--- src/rtl/acf_pkg.sv ---
// Shared types and widths for the CAN acceptance filter.
// Assumes a 29-bit identifier split as 11 standard plus 18 extension bits.
package acf_pkg;
    localparam int STD_W   = 11;
    localparam int EXT_W   = 18;
    localparam int WORD_W  = 32;
    localparam int HALF_W  = 16;
    localparam int SLOTS   = 4;

    // Per-bank control bits, packed in write-data order [3:0].
    typedef struct packed {
        logic to_q1;    // bit 3: route to queue 1
        logic wide;     // bit 2: one 32-bit filter
        logic list;     // bit 1: exact list instead of id/mask
        logic enable;   // bit 0: bank takes part in matching
    } bank_ctl_t;

    typedef enum logic [1:0] {
        SEL_REG_A = 2'd0,
        SEL_REG_B = 2'd1,
        SEL_CTL   = 2'd2,
        SEL_NONE  = 2'd3
    } cfg_sel_e;
endpackage

--- src/rtl/acf_cfg_store.sv ---
// Configuration storage for all filter banks.
// Writes take effect only while cfg_init is high; out-of-range banks and
// selector 3 are dropped. Resets every bank to disabled with zero patterns.
module acf_cfg_store
    import acf_pkg::*;
#(
    parameter int NUM_BANKS = 14,
    parameter int BANK_W    = $clog2(NUM_BANKS)
) (
    input  logic                              clk,
    input  logic                              rst_n,
    input  logic                              cfg_init,
    input  logic                              cfg_we,
    input  logic [BANK_W-1:0]                 cfg_bank,
    input  logic [1:0]                        cfg_sel,
    input  logic [WORD_W-1:0]                 cfg_wdata,
    output logic [NUM_BANKS-1:0][WORD_W-1:0]  reg_a,
    output logic [NUM_BANKS-1:0][WORD_W-1:0]  reg_b,
    output bank_ctl_t [NUM_BANKS-1:0]         ctl
);
    logic wr_ok;

    // Gate the write strobe with the configuration window and range.
    always_comb begin
        wr_ok = cfg_we && cfg_init && (int'(cfg_bank) < NUM_BANKS);
    end

    generate
        for (genvar g = 0; g < NUM_BANKS; g++) begin : g_bank
            // Load this bank's registers on an accepted write.
            always_ff @(posedge clk) begin
                if (!rst_n) begin
                    reg_a[g] <= '0;
                    reg_b[g] <= '0;
                    ctl[g]   <= '0;
                end else if (wr_ok && (int'(cfg_bank) == g)) begin
                    case (cfg_sel_e'(cfg_sel))
                        SEL_REG_A: reg_a[g] <= cfg_wdata;
                        SEL_REG_B: reg_b[g] <= cfg_wdata;
                        SEL_CTL:   ctl[g]   <= bank_ctl_t'(cfg_wdata[3:0]);
                        default:   ;
                    endcase
                end
            end
        end
    endgenerate

    // with the window closed nothing in the store may move.
    a_r9_cfg_locked: assert property (@(posedge clk) disable iff (!rst_n)
        !cfg_init |=> ($stable(reg_a) && $stable(reg_b) && $stable(ctl)));
endmodule

--- src/rtl/acf_bank_match.sv ---
// Combinational match of one bank against the frame words.
// Produces one hit bit per slot; slots unused by the bank's mode stay low,
// and a disabled bank reports no hits.
module acf_bank_match
    import acf_pkg::*;
(
    input  logic [WORD_W-1:0] reg_a,
    input  logic [WORD_W-1:0] reg_b,
    input  bank_ctl_t         ctl,
    input  logic [WORD_W-1:0] word32,
    input  logic [HALF_W-1:0] word16,
    output logic [SLOTS-1:0]  slot_hit
);
    logic [SLOTS-1:0] list32, mask32, list16, mask16, raw;

    // Evaluate every mode in parallel; the control bits pick one.
    always_comb begin
        list32 = {2'b00, word32 == reg_b, word32 == reg_a};
        mask32 = {3'b000, ((word32 ^ reg_a) & reg_b) == '0};
        list16 = {word16 == reg_b[31:16], word16 == reg_b[15:0],
                  word16 == reg_a[31:16], word16 == reg_a[15:0]};
        mask16 = {2'b00,
                  ((word16 ^ reg_a[31:16]) & reg_b[31:16]) == '0,
                  ((word16 ^ reg_a[15:0])  & reg_b[15:0])  == '0};
        case ({ctl.wide, ctl.list})
            2'b11:   raw = list32;
            2'b10:   raw = mask32;
            2'b01:   raw = list16;
            default: raw = mask16;
        endcase
        slot_hit = ctl.enable ? raw : '0;
    end
endmodule

--- src/rtl/acf_pick_first.sv ---
// Priority picker: returns the lowest set index of the hit vector.
// Index = bank * 4 + slot, so lower banks win, then lower slots.
module acf_pick_first #(
    parameter int N     = 56,
    parameter int IDX_W = $clog2(N)
) (
    input  logic [N-1:0]     hits,
    output logic             any,
    output logic [IDX_W-1:0] idx
);
    // Scan from the top so the last assignment is the lowest hit.
    always_comb begin
        any = 1'b0;
        idx = '0;
        for (int i = N - 1; i >= 0; i--) begin
            if (hits[i]) begin
                any = 1'b1;
                idx = IDX_W'(i);
            end
        end
    end
endmodule

--- src/rtl/can_accept_filter.sv ---
// CAN receive acceptance filter top.
// Builds the 32- and 16-bit frame words, matches them in every bank,
// picks the lowest matching filter and registers the decision one cycle
// after frm_valid. Assumes frame fields are stable while frm_valid is high.
module can_accept_filter
    import acf_pkg::*;
#(
    parameter int NUM_BANKS = 14,
    parameter int BANK_W    = $clog2(NUM_BANKS)
) (
    input  logic              clk,
    input  logic              rst_n,
    input  logic              cfg_init,
    input  logic              cfg_we,
    input  logic [BANK_W-1:0] cfg_bank,
    input  logic [1:0]        cfg_sel,
    input  logic [31:0]       cfg_wdata,
    input  logic              frm_valid,
    input  logic [10:0]       frm_std_id,
    input  logic [17:0]       frm_ext_id,
    input  logic              frm_ide,
    input  logic              frm_rtr,
    output logic              flt_valid,
    output logic              flt_accept,
    output logic              flt_fifo,
    output logic [BANK_W-1:0] flt_bank,
    output logic [1:0]        flt_slot
);
    localparam int NSLOT = NUM_BANKS * SLOTS;
    localparam int SEL_W = BANK_W + 2;

    logic [NUM_BANKS-1:0][WORD_W-1:0] reg_a, reg_b;
    bank_ctl_t [NUM_BANKS-1:0]        ctl;
    logic [WORD_W-1:0]                word32;
    logic [HALF_W-1:0]                word16;
    logic [NSLOT-1:0]                 hits;
    logic                             pick_any;
    logic [SEL_W-1:0]                 pick_idx;
    logic [BANK_W-1:0]                pick_bank;
    logic [NSLOT-1:0]                 below_pick;

    acf_cfg_store #(.NUM_BANKS(NUM_BANKS), .BANK_W(BANK_W)) u_store (
        .clk(clk), .rst_n(rst_n), .cfg_init(cfg_init), .cfg_we(cfg_we),
        .cfg_bank(cfg_bank), .cfg_sel(cfg_sel), .cfg_wdata(cfg_wdata),
        .reg_a(reg_a), .reg_b(reg_b), .ctl(ctl)
    );

    // Assemble the comparison words from the frame fields.
    always_comb begin
        word32 = {frm_std_id, frm_ext_id, frm_ide, frm_rtr, 1'b0};
        word16 = {frm_std_id, frm_rtr, frm_ide, frm_ext_id[17:15]};
    end

    generate
        for (genvar b = 0; b < NUM_BANKS; b++) begin : g_match
            acf_bank_match u_match (
                .reg_a(reg_a[b]), .reg_b(reg_b[b]), .ctl(ctl[b]),
                .word32(word32), .word16(word16),
                .slot_hit(hits[b*SLOTS +: SLOTS])
            );
        end
    endgenerate

    acf_pick_first #(.N(NSLOT), .IDX_W(SEL_W)) u_pick (
        .hits(hits), .any(pick_any), .idx(pick_idx)
    );

    // Split the flat winner index into bank and mask of lower slots.
    always_comb begin
        pick_bank  = pick_idx[SEL_W-1:2];
        below_pick = (NSLOT'(1) << pick_idx) - NSLOT'(1);
    end

    // Register the decision for the frame presented last cycle.
    always_ff @(posedge clk) begin
        if (!rst_n) begin
            flt_valid  <= 1'b0;
            flt_accept <= 1'b0;
            flt_fifo   <= 1'b0;
            flt_bank   <= '0;
            flt_slot   <= '0;
        end else begin
            flt_valid  <= frm_valid;
            flt_accept <= frm_valid && pick_any;
            if (frm_valid) begin
                flt_fifo <= pick_any && ctl[pick_bank].to_q1;
                flt_bank <= pick_bank;
                flt_slot <= pick_idx[1:0];
            end
        end
    end

    // the picked slot must be a real hit.
    a_r8_pick_is_hit: assert property (@(posedge clk) disable iff (!rst_n)
        pick_any |-> hits[pick_idx]);
    // no filter numbered below the winner may match.
    a_r8_none_lower: assert property (@(posedge clk) disable iff (!rst_n)
        pick_any |-> ((hits & below_pick) == '0));
    // a rejected frame reports bank and slot zero.
    a_r7_reject_zero: assert property (@(posedge clk) disable iff (!rst_n)
        (flt_valid && !flt_accept) |-> (flt_bank == '0 && flt_slot == '0 && !flt_fifo));
    // a frame strobe produces a decision strobe next cycle.
    a_r10_valid_follows: assert property (@(posedge clk) disable iff (!rst_n)
        frm_valid |=> flt_valid);
    // no decision strobe without a frame.
    a_r10_valid_quiet: assert property (@(posedge clk) disable iff (!rst_n)
        !frm_valid |=> !flt_valid);
endmodule

--- config.mk ---
export PLATFORM = sky130hd
export DESIGN_NAME = can_accept_filter
export DESIGN_NICKNAME = d
export VERILOG_FILES = /design/src/rtl/acf_pkg.sv /design/src/rtl/acf_cfg_store.sv /design/src/rtl/acf_bank_match.sv /design/src/rtl/acf_pick_first.sv /design/src/rtl/can_accept_filter.sv
export SDC_FILE = /design/constraint.sdc
export NUM_CORES = 2
export LEC_CHECK = 0
export BUFFER_PORTS_ARGS = -buffer_cell sky130_fd_sc_hd__buf_2
export CORE_MARGIN = 1
export CORE_UTILIZATION = 35
export DETAILED_ROUTE_END_ITERATION = 10
export PLACE_DENSITY_LB_ADDON = 0.3
export SYNTH_ARGS = -nofsm -noshare
export SYNTH_HDL_FRONTEND = slang
export SYNTH_HIERARCHICAL = 1
export SYNTH_SLANG_ARGS = --single-unit
--- constraint.sdc ---
create_clock -name clk -period 6.3 [get_ports clk]
set_clock_uncertainty 0.15 [all_clocks]
set_input_delay 0.63 -clock clk [delete_from_list [all_inputs] [get_ports clk]]
set_output_delay 0.63 -clock clk [all_outputs]
set_load 0.05 [all_outputs]
==> metrics.md <==
| Metric | Value |
|---|---|
| Status | finished, final reports clean |
| Share of cells above drive strength 1 | 9.40% |
| First-pass GRT wire length | 407000 µm |
| Hpwl dp | 191000 µm |
| Top-count cell post-synth | xor2_1 |
| Synthesized instance count | 6587 |
| Layout Area Growth over Synthesis | 13.0% |
| Layout net count | 6825 |
| Initial Util | 35.3% |
| Area share of the largest cell type after synthesis | 31.6% |
| Die area | 0.175 mm² |
| Setup TNS Final | 0 ns |
| Synthesized flop and latch total | 961 |
| Worst setup SP type | input pin |
| Final Hold Viols | 0 |
| Hold Buf Count CTS | 0 |
| Worst-path clk slew | 0.06 ns |
| Final clock period utilization by the worst path | 77.0% |
| PortBufs | 82 |
| CTS max path bufs | 3 |
| Crit path cell chain | buf_6, buf_4, buf_4, xor2_1, nor4_1, nand4_1, nor4_2, o21ai_0, or4_1, a211oi_1, a2111oi_1, buf_4, mux2i_1, nor2b_1 |
| Final Power | 14.8 mW |
| Wire per inst | 31.6 µm |
| Fmax | 0.206 GHz |
| Tot GR Track Use | 31.9% |
| Synth Area per Inst | 9.24 µm² |
| Vias in the first global route | 53400 |
| Synth top area cells | dfxtp_1, xor2_1, mux2i_1, nand2_1, xnor2_1 |
| Most used flip-flop cell after synthesis | dfxtp_1 |
| Final WS setup | 1.45 ns |
| Post-place setup slack | 0.898 ns |
| Asr flop ratio synth | 0% |
| MaxCap Viol Count | 0 |
| Gp weighted congestion | 0.997 |
| Non-Filler Instances | 9150 |
| WS Path Type | input pin to flop |
| TritonCTS Sinks | 961 |
| # DRC | 0 |
| Setup bufs post-CTS | 0 |
| Die Y | 419 µm |
| TritonCTS clock tree | done |
| YS warnings | 6 |
| Placed cell count | 8951 |
| Syn Std Cell Area | 0.0608 mm² |
| Critical Path Source | frm_std_id[8] |
| Crit-path leading delay family | simple AND/OR/NAND/NOR gates |
| Iteration-0 DRC Markers | 6036 |
| Via total after detailed routing | 54300 |
| CP max-delay cell | nor4_2 |
| Pwr dens | 215 mW/mm² |
| Post-synthesis sequential area ratio | 31.6% |
| Number of different library cells in the post-synthesis netlist | 67 |
| Post-layout utilization of the core | 39.9% |
| Ant. Diodes | 0 |
| Hold crit path type | input pin to flop |
| Root Buffer | clkbuf_16 |
| Total core area | 0.172 mm² |
| # IOs | 83 |
| Reg-to-Reg Start | u_store/reg_b[348] |
| RSZ-0062 raised after global routing | false |
| Largest net degree at the start of global routing | 195 |
| HP Start | cfg_wdata[1] |
| Fillers | 17300 |
| Worst-Skew Late Latency | 0.76 ns |
| CP required | 6.79 ns |
| Crit path buf inv count | 4 |
| EDFF count, synth | 0 |
| Rel. slew slack | 14.4% |
| WP data arrival | 5.34 ns |
| H-Tree Depth | 3 |
| Post-cts resize count | 0 |
| Top cells by count, synth | xor2_1, nand2_1, dfxtp_1, mux2i_1, nor4_1 |
| Cell mode on critical path | buf_4 |
| Inserted Clock Buffers | 108 |
| Die width | 419 µm |
| Remaining Overflow, GRT | 0 |
| Drt total wl | 289000 µm |
| Worst slew pin tran | 1.27 ns |
| Worst path max stage delay | 0.86 ns |
| Min Clock Period, post-route | 4.85 ns |
| Post-DRT Antenna Nets | 0 |
| Max IR drop VDD | 0.000214 V |
| Initial antenna violation count | 6 |
| DR pass1 iterations | 6 |
| Row cnt | 152 |
| Crit Path Max Fanout | 31 |
| Fin. max-slew vios | 0 |
| Vias per cell | 5.93 |
| Post-synth top area cell | dfxtp_1 |
| Static leakage power | 32.5 nW |
| Final setup viols | 0 |
| Crit. End Element | flop |
-- cell families after synthesis --
family          after synthesis  synth area share [%]
simple gates               2004                  16.1
xor+xnor                   1792                  25.8
mux                         962                  15.9
flops                       961                  31.6
compound gates              547                  7.70
buf+inv                     320                  2.85
other cells                   1               0.00616
-- flip-flops by register name, summed over array words and instances, names as in the netlist --
name,count
u_store/ctl,56
u_store/reg_a,448
flt_fifo,1
flt_bank,4
u_store/reg_b,448
flt_slot,2
flt_accept,1
flt_valid,1
-- cell type report --
cell class | instances | area (µm²) | share of cell area, %
Timing Repair Buffer | 305 | 2550 | 3.71
Sequential cell | 961 | 19200 | 28.0
Clock buffer | 144 | 3050 | 4.43
Tap cell | 2310 | 2890 | 4.20
Inverter | 42 | 158 | 0.229
Multi-Input combinational cell | 5333 | 40100 | 58.3
Clock inverter | 55 | 766 | 1.11
-- worst paths after layout --
check / slack (ns) / to / depth (start not counted)
max: 1.45 / flt_slot[0] / 14
min: 0.11 / u_store/ctl[9] / 3
max reg2reg: 1.57 / flt_fifo / 16
min reg2reg: 0.31 / u_store/ctl[51] / 2
-- placed cells by master, fill, tap and decap left out, types with 14 or more instances in the layout --
cell	count
nand4_1	182
conb_1	28
buf_12	26
clkinv_2	21
buf_2	53
a221oi_2	57
nand2_1	1053
o21ai_0	48
nor3_1	93
a22o_1	126
nor4_1	379
a31oi_1	16
or3_1	14
dfxtp_1	961
or2_2	14
buf_4	209
nor2_1	31
a21oi_1	23
bufinv_16	15
inv_1	41
clkbuf_16	108
xnor2_1	294
o211a_1	14
nand4b_1	15
buf_6	16
xor2_1	1498
and4_1	16
clkbuf_8	21
mux2i_1	958
nor3b_1	17
o211ai_1	14
nand2_2	55
clkbuf_1	15
nand3_1	72
a222oi_1	14
a221oi_1	71
a22oi_1	140
nor2b_1	25
-- power by group --
part | internal [mW] | total [mW] | switching (mW)
sequential | 6.09 | 6.12 | 0.0273
clock | 4.02 | 6.87 | 2.85
combinational | 0.466 | 1.79 | 1.32
total | 10.6 | 14.8 | 4.20
-- through the flow --
step	hold WS, ns	area (µm²)
global route	0.100	68700
global placement	0.303	64900
floorplan	0.281	60900
detailed placement	0.298	64900
CTS	0.0532	68700
finish	0.107	68700
-- worst reg2reg max path, cell delays in order (launching register included) --
cell and delay [ns]:
dfxtp_1 0.64, xor2_1 0.14, nor4_1 0.35, nand4_1 0.13, nor3_1 0.24, nand4_1 0.11
a31oi_1 0.72, nor4_1 0.13, buf_4 0.20, o21ai_0 0.15, a31oi_1 0.07, o221ai_1 0.37
a31oi_1 0.14, buf_4 0.20, mux4_1 0.47, nor3b_1 0.30, o41ai_2 0.11
-- per-layer routing --
layer  wire length, µm  up-vias  global-route usage, %
met5                 0        -                      0
met4             15900        0                   15.9
li1                  -    23700                      -
met3             20600      698                   4.49
met2            130000     2644                   51.1
met1            122000    27300                   41.7
(Power assumes the default switching activity.)
